## src/rtl/regwin_pkg.sv

```systemverilog
package regwin_pkg;

  localparam int ADDR_W = 32;
  localparam int BYTES_PER_WORD = 4;

  typedef enum logic {
    K_LOAD  = 1'b0,
    K_ALLOC = 1'b1
  } cmd_kind_e;

  // Byte address of word k of a window based at base.
  function automatic logic [ADDR_W-1:0] word_addr(input logic [ADDR_W-1:0] base,
                                                  input int unsigned k);
    return base + ADDR_W'(k * BYTES_PER_WORD);
  endfunction

endpackage

```

## src/rtl/regwin_select.sv

```systemverilog
// Tag lookup and victim choice over the whole pool; lowest index wins.
module regwin_select #(
  parameter int NWIN = 4,
  parameter int AW   = 32,
  localparam int IW  = $clog2(NWIN)
) (
  input  logic [NWIN-1:0] valid,
  input  logic [NWIN-1:0] dirty,
  input  logic [NWIN-1:0] bound,
  input  logic [AW-1:0]   tags [NWIN],
  input  logic [AW-1:0]   addr,
  output logic            hit,
  output logic [IW-1:0]   hit_idx,
  output logic            vic_ok,
  output logic [IW-1:0]   vic_idx
);
  logic          free_ok, clean_ok;
  logic [IW-1:0] free_idx, clean_idx;

  always_comb begin
    hit = 1'b0;      hit_idx = '0;
    free_ok = 1'b0;  free_idx = '0;
    clean_ok = 1'b0; clean_idx = '0;
    for (int i = NWIN - 1; i >= 0; i--) begin
      if (valid[i] && tags[i] == addr) begin
        hit = 1'b1; hit_idx = IW'(i);
      end
      if (!valid[i]) begin
        free_ok = 1'b1; free_idx = IW'(i);
      end
      if (valid[i] && !dirty[i] && !bound[i]) begin
        clean_ok = 1'b1; clean_idx = IW'(i);
      end
    end
    vic_ok  = free_ok | clean_ok;
    vic_idx = free_ok ? free_idx : clean_idx;
  end
endmodule

```

## src/rtl/regwin_spiller.sv

```systemverilog
// Copy-back engine: one dirty window at a time, one word per accepted beat.
module regwin_spiller #(
  parameter int NWIN  = 4,
  parameter int WORDS = 8,
  localparam int IW   = $clog2(NWIN),
  localparam int XW   = $clog2(WORDS)
) (
  input  logic            clk,
  input  logic            rst_n,
  input  logic [NWIN-1:0] cand,
  input  logic            go,
  input  logic            accept,
  input  logic            restart,
  output logic            busy,
  output logic [IW-1:0]   win,
  output logic [XW-1:0]   idx,
  output logic            req,
  output logic            done
);
  logic          pick_ok;
  logic [IW-1:0] pick;
  logic          beat, last;

  always_comb begin
    pick_ok = 1'b0; pick = '0;
    for (int i = NWIN - 1; i >= 0; i--) begin
      if (cand[i]) begin
        pick_ok = 1'b1; pick = IW'(i);
      end
    end
  end

  assign req  = busy & go;
  assign beat = req & accept;
  assign last = (idx == XW'(WORDS - 1));
  assign done = beat & last & ~restart;

  always_ff @(posedge clk) begin
    if (!rst_n) begin
      busy <= 1'b0;
      win  <= '0;
      idx  <= '0;
    end else if (!busy) begin
      if (pick_ok) begin
        busy <= 1'b1;
        win  <= pick;
        idx  <= '0;
      end
    end else if (restart) begin
      idx <= '0;
    end else if (beat) begin
      if (last) busy <= 1'b0;
      else      idx  <= idx + XW'(1);
    end
  end
endmodule

```

## src/rtl/regwin_cache.sv

```systemverilog
module regwin_cache
  import regwin_pkg::*;
#(
  parameter int NWIN  = 4,
  parameter int WORDS = 8,
  parameter int DW    = 32,
  localparam int IW   = $clog2(NWIN),
  localparam int XW   = $clog2(WORDS),
  localparam int AW   = ADDR_W
) (
  input  logic          clk,
  input  logic          rst_n,
  input  logic          cmd_valid,
  input  logic          cmd_alloc,
  input  logic          cmd_slot,
  input  logic [AW-1:0] cmd_addr,
  output logic          cmd_ready,
  input  logic          rd0_en,
  input  logic          rd0_sel,
  input  logic [XW-1:0] rd0_idx,
  output logic [DW-1:0] rd0_data,
  input  logic          rd1_en,
  input  logic          rd1_sel,
  input  logic [XW-1:0] rd1_idx,
  output logic [DW-1:0] rd1_data,
  input  logic          wr_en,
  input  logic          wr_sel,
  input  logic [XW-1:0] wr_idx,
  input  logic [DW-1:0] wr_data,
  output logic          rd_stall,
  input  logic          ext_busy,
  output logic          mem_req,
  output logic          mem_we,
  output logic [AW-1:0] mem_addr,
  output logic [DW-1:0] mem_wdata,
  input  logic [DW-1:0] mem_rdata,
  input  logic          mem_ready
);
  // Pool state
  logic [NWIN-1:0] valid_q, dirty_q, bound;
  logic [AW-1:0]   tag_q  [NWIN];
  logic [DW-1:0]   data_q [NWIN][WORDS];
  logic [IW-1:0]   act_q  [2];
  logic [1:0]      act_ok_q;

  // Fill sequencer state
  logic            fill_busy;
  logic [IW-1:0]   fill_win;
  logic [XW-1:0]   fill_cnt;

  // Named internal events
  logic            hit, vic_ok, vic_take, cmd_go;
  logic [IW-1:0]   hit_idx, vic_idx;
  logic [1:0]      slot_filling;
  logic            wr_fire, fill_beat, fill_last;
  logic [IW-1:0]   wr_win;
  logic            spill_busy, spill_req, spill_done, spill_restart;
  logic [IW-1:0]   spill_win;
  logic [XW-1:0]   spill_idx;

  always_comb begin
    for (int i = 0; i < NWIN; i++)
      bound[i] = (act_ok_q[0] && act_q[0] == IW'(i)) ||
                 (act_ok_q[1] && act_q[1] == IW'(i));
  end

  regwin_select #(.NWIN(NWIN), .AW(AW)) u_select (
    .valid(valid_q), .dirty(dirty_q), .bound(bound), .tags(tag_q),
    .addr(cmd_addr), .hit(hit), .hit_idx(hit_idx),
    .vic_ok(vic_ok), .vic_idx(vic_idx)
  );

  regwin_spiller #(.NWIN(NWIN), .WORDS(WORDS)) u_spiller (
    .clk(clk), .rst_n(rst_n), .cand(dirty_q & valid_q),
    .go(~ext_busy & ~fill_busy), .accept(mem_ready), .restart(spill_restart),
    .busy(spill_busy), .win(spill_win), .idx(spill_idx),
    .req(spill_req), .done(spill_done)
  );

  generate
    for (genvar s = 0; s < 2; s++) begin : g_slot
      assign slot_filling[s] = fill_busy & act_ok_q[s] & (act_q[s] == fill_win);
    end
  endgenerate

  assign cmd_go        = cmd_valid & ~fill_busy;
  assign vic_take      = cmd_go & ~hit & vic_ok;
  assign wr_win        = act_q[wr_sel];
  assign wr_fire       = wr_en & act_ok_q[wr_sel] & ~slot_filling[wr_sel];
  assign spill_restart = wr_fire & spill_busy & (wr_win == spill_win);
  assign fill_beat     = fill_busy & mem_req & mem_ready;
  assign fill_last     = fill_beat & (fill_cnt == XW'(WORDS - 1));

  assign cmd_ready = (cmd_go & (hit | (vic_ok & (cmd_kind_e'(cmd_alloc) == K_ALLOC))))
                   | fill_last;
  assign rd_stall  = (rd0_en & slot_filling[rd0_sel]) |
                     (rd1_en & slot_filling[rd1_sel]) |
                     (wr_en  & slot_filling[wr_sel]);
  assign rd0_data  = data_q[act_q[rd0_sel]][rd0_idx];
  assign rd1_data  = data_q[act_q[rd1_sel]][rd1_idx];

  // Data-cache port: fill has priority, both yield to ext_busy.
  assign mem_req   = (fill_busy & ~ext_busy) | spill_req;
  assign mem_we    = ~fill_busy;
  assign mem_addr  = fill_busy ? word_addr(tag_q[fill_win], 32'(fill_cnt))
                               : word_addr(tag_q[spill_win], 32'(spill_idx));
  assign mem_wdata = data_q[spill_win][spill_idx];

  always_ff @(posedge clk) begin
    if (!rst_n) begin
      valid_q   <= '0;
      dirty_q   <= '0;
      act_ok_q  <= '0;
      fill_busy <= 1'b0;
      fill_win  <= '0;
      fill_cnt  <= '0;
      act_q[0]  <= '0;
      act_q[1]  <= '0;
      for (int w = 0; w < NWIN; w++) begin
        tag_q[w] <= '0;
        for (int k = 0; k < WORDS; k++) data_q[w][k] <= '0;
      end
    end else begin
      if (spill_done) dirty_q[spill_win] <= 1'b0;

      if (cmd_go && hit) begin
        act_q[cmd_slot]    <= hit_idx;
        act_ok_q[cmd_slot] <= 1'b1;
      end else if (vic_take) begin
        tag_q[vic_idx]     <= cmd_addr;
        dirty_q[vic_idx]   <= 1'b0;
        act_q[cmd_slot]    <= vic_idx;
        act_ok_q[cmd_slot] <= 1'b1;
        if (cmd_kind_e'(cmd_alloc) == K_ALLOC) begin
          valid_q[vic_idx] <= 1'b1;
          for (int k = 0; k < WORDS; k++) data_q[vic_idx][k] <= '0;
        end else begin
          valid_q[vic_idx] <= 1'b0;
          fill_busy        <= 1'b1;
          fill_win         <= vic_idx;
          fill_cnt         <= '0;
        end
      end

      if (fill_beat) begin
        data_q[fill_win][fill_cnt] <= mem_rdata;
        fill_cnt <= fill_cnt + XW'(1);
        if (fill_last) begin
          valid_q[fill_win] <= 1'b1;
          fill_busy         <= 1'b0;
        end
      end

      if (wr_fire) begin
        data_q[wr_win][wr_idx] <= wr_data;
        dirty_q[wr_win]        <= 1'b1;
      end
    end
  end
endmodule

```

## config.mk

```make
export PLATFORM = sky130hd
export DESIGN_NAME = regwin_cache
export DESIGN_NICKNAME = d
export VERILOG_FILES = /design/src/rtl/regwin_pkg.sv /design/src/rtl/regwin_select.sv /design/src/rtl/regwin_spiller.sv /design/src/rtl/regwin_cache.sv
export SDC_FILE = /design/constraint.sdc
export NUM_CORES = 2
export LEC_CHECK = 0
export ABC_CLOCK_PERIOD_IN_PS = 6900
export CORE_MARGIN = 2
export CORE_UTILIZATION = 40
export DETAILED_ROUTE_END_ITERATION = 8
export DONT_BUFFER_PORTS = 1
export HOLD_SLACK_MARGIN = 0.12
export PLACE_DENSITY_LB_ADDON = 0.1
export SLEW_MARGIN = 10
export SYNTH_ARGS = -nofsm -noshare
export SYNTH_HDL_FRONTEND = slang
export SYNTH_SLANG_ARGS = --single-unit
```

## constraint.sdc

```tcl
create_clock -name clk -period 6.9 [get_ports clk]
set_input_delay 0.69 -clock clk [delete_from_list [all_inputs] [get_ports clk]]
set_output_delay 0.69 -clock clk [all_outputs]
set_load 0.01 [all_outputs]
```

==> out/metrics.csv <==
metric;value;unit
drt_wl_total;381;mm
antenna_found_initial;24;
timing.slew.headroom;6.08;%
final-seq-area;33900;sq um
core_area;199000;sq um
num-fill-cells;18086;
dp_cells;8492;
numCtsBuffers;150;
crit_arrival;5.09;ns
pwr-share-comb;14.0;%
drv_cap;0;
dp_hpwl;222;mm
yosys_most_used_dff;edfxtp_1;
syn_area_per_cell;12.3;sq um
track_usage;36.8;%
muxShareOfSynthArea;30.3;%
avgRoutedWirePerCell;43.0;um
synth_top_family_by_area;multiplexers;
grt_pass1_vias;62476;
postCtsResizedCells;0;
ios;250;
power.share.sequential;43.4;%
finalSetupViolCount;0;
drc;0;
h-tree-depth;4;
worst_pin_slew;1.41;ns
root_buffer;clkbuf_16;
synthAdderAreaFrac;0.206;%
start_util;40.2;%
grt_pass1_wl;524;mm
rows;164;
dieArea;204000;sq um
yosysSeqAreaShare;42.3;%
rsz0062_at_grt;no;
gr-total-overflow;0;
synth.area.top_cells;edfxtp_1, mux4_2, nand2_1;
clock_path_buffers;3;
clock_sinks;1180;
syn_to_final_growth;10.5;%
path_class;reg -> out;
finalHoldViolations;0;
die_w;452;um
io_buffers;0;
clockPowerShare;42.7;%
synth.cell_area;80200;sq um
clk_pin_slew;0.05;ns
ys_async_sr_fraction;0;%
post-synth-top-area-cell;edfxtp_1;
first_iter_violations;11184;
setup_tns;0;ns
gp_congestion;0.910;
synth_simple_gate_area_share;8.76;%
synth_cell_types;83;
ys_warn_count;0;
drv_slew;0;
final_cells;8868;
fmax;173;MHz
multi_input_area;43600;sq um
cell_internal_pwr;13.8;mW
leakage;27.5;nW
post_cts_buffers;0;
synth_compound_area_share;11.9;%
critPathMaxFanout;21;
nNetsFinal;6188;
dr.pass1.iters;6;
grt_max_degree;126;
vias;65756;
drive_above_1_share;28.0;%
start_kind;flop;
period_needed;5.78;ns
fin_skew;0.0417;ns
synth_xor_area_share;2.00;%
cts_tree;yes;
power.switching;5.27;mW
outcome;finished clean;
worstPathRequired;6.21;ns
power.total;19.0;mW
post-route-period-util;83.7;%
die_y;452;um
power.density;215;nW/um^2
syn_inst;6497;
synth_top_area_share;38.5;%
syn_nets;6627;
hold_class;in -> reg;
cp-end-kind;output port;
via_per_inst;7.41;
sw_frac_of_total;27.7;%
peakVddDrop;0.255;mV
drtAntennaViolNets;0;
insertion_delay;0.84;ns
ys_ff_latch;1180;
synth_edf_count;1028;
[layout by cell type, fill, tap and decap left out, types with 9 or more instances in the layout]
| cell | n |
|---|---|
| nand2_1 | 1131 |
| dlygate4sd3_1 | 39 |
| o221ai_4 | 21 |
| nor4_1 | 28 |
| nand4_1 | 24 |
| mux2i_1 | 10 |
| inv_1 | 25 |
| nor2_1 | 69 |
| nor2_4 | 33 |
| edfxtp_1 | 1028 |
| buf_12 | 56 |
| o21ai_1 | 68 |
| clkinv_2 | 26 |
| xor2_1 | 140 |
| diode_2 | 32 |
| o41ai_1 | 369 |
| nor3b_1 | 9 |
| and3_1 | 39 |
| xnor2_1 | 43 |
| clkbuf_16 | 151 |
| or2_2 | 9 |
| bufinv_16 | 15 |
| clkinv_1 | 33 |
| nor2b_1 | 15 |
| clkbuf_1 | 28 |
| mux2_2 | 97 |
| nor3_1 | 12 |
| o211ai_1 | 10 |
| a21oi_1 | 171 |
| o21ai_0 | 706 |
| nand3_1 | 220 |
| mux4_2 | 1024 |
| dfxtp_1 | 142 |
| buf_4 | 167 |
| ha_1 | 10 |
| o41ai_2 | 36 |
[what timing repair did]
| action | in CTS | in global routing |
|---|---|---|
| endpoints found under the hold margin | 1161 | 0 |
| setup endpoints to repair | 0 | 0 |
| hold buffers | 70 | 0 |
[sequential cells by signal, indices dropped and copies added (netlist names), named ones only]
register / cells
fill_win: 2
act_q: 4
tag_q: 128
valid_q: 4
data_q: 1024
fill_busy: 1
u_spiller.win: 2
u_spiller.idx: 3
dirty_q: 4
fill_cnt: 3
act_ok_q: 2
u_spiller.busy: 1
[logic make-up (layout without fill, tap and decap cells)]
group / Yosys count / after routing
muxes: 1135 / 1135
buffers and inverters: 879 / 562
adders and majority gates: 12 / 12
xor gates and xnor gates: 183 / 183
AOI/OAI and AO/OA: 1464 / 1464
other: 0 / 32
and+or+nand+nor: 1644 / 1644
DFF: 1180 / 1180
[power groups by stage]
| stage | sequential [mW] | combinational (mW) | clock (mW) |
|---|---|---|---|
| global route | 8.28 | 2.70 | 8.37 |
| finish | 8.25 | 2.66 | 8.12 |
| CTS | 8.24 | 2.59 | 8.13 |
| detailed placement | 8.38 | 2.41 | 0 |
| floorplan | 8.30 | 1.71 | 0 |
| global placement | 8.36 | 2.41 | 0 |
[worst max-delay path, cell delays in order (launching register included)]
cell       delay (ns)
dfxtp_2          0.84
mux4_2           0.37
ha_1             0.17
inv_1            0.08
fa_1             0.45
nor2b_1          0.18
o2111ai_1        0.34
or4_1            0.73
nor2b_1          0.44
nand3_1          0.16
xor2_1           0.17
o21ai_0          0.34
[layer usage]
layer,part of all wire (%),up-vias,global-route usage (%)
met2,44,5514,54.6
met4,6.4,6,20.9
li1,-,25190,-
met3,13,992,11.0
met1,36,34054,48.0
met5,0.012,-,0
[Yosys cell counts, types with 6 or more instances]
library cell and number:
a21oi_1 172, a31oi_1 7, and3_1 39, buf_1 60
buf_2 179, buf_4 10, buf_6 16, clkbuf_1 586
dfxtp_1 152, edfxtp_1 1028, ha_1 10, inv_1 25
mux2_2 97, mux2i_1 14, mux4_2 1024, nand2_1 1132
nand3_1 226, nand3b_1 7, nand4_1 24, nor2_1 98
nor2_2 6, nor2b_1 15, nor3_1 13, nor3b_1 9
nor4_1 29, o211ai_1 10, o21ai_0 714, o21ai_1 68
o221ai_1 21, o41ai_1 369, o41ai_2 36, or2_2 9
or3_1 6, xnor2_1 43, xor2_1 140
[path summary, 6_finish.rpt]
check	startpoint	depth (start not counted)	slack [ns]	endpoint
worst min register to register	tag_q[101]$_SDFFE_PN0P_	2	0.52	tag_q[101]$_SDFFE_PN0P_
worst max-delay path	u_spiller.win[0]$_SDFFE_PN0P_	11	1.12	mem_addr[24]
worst min-delay path	wr_data[25]	2	0.16	data_q[3][217]$_DFFE_PP_
worst max register to register	act_q[1][0]$_SDFFCE_PN0P_	9	1.85	data_q[3][85]$_DFFE_PP_
[layout make-up]
cell class                 count  area share [%]
tap                         2656            3.75
sequential                  1180            38.3
clock buffer                 183            4.44
timing repair buffer         262            3.12
inverter                      26           0.113
clock inverter                91            1.06
antenna                       32          0.0903
multi-input combinational   4438            49.1
[through the flow]
stage / instance area (sq um) / setup slack, ns / hold slack (ns) / utilization (%)
after floorplan: 80200 / 1.87 / 0.474 / -
after global placement: 82700 / 1.87 / 0.497 / 41.5
after detailed placement: 82700 / 1.90 / 0.505 / 41.5
after CTS: 88600 / 1.08 / 0.121 / 44.4
after global routing: 88600 / 0.852 / 0.132 / 44.4
final: 88700 / 1.12 / 0.159 / 44.5
Note: power is estimated with default switching activity, not from simulation.
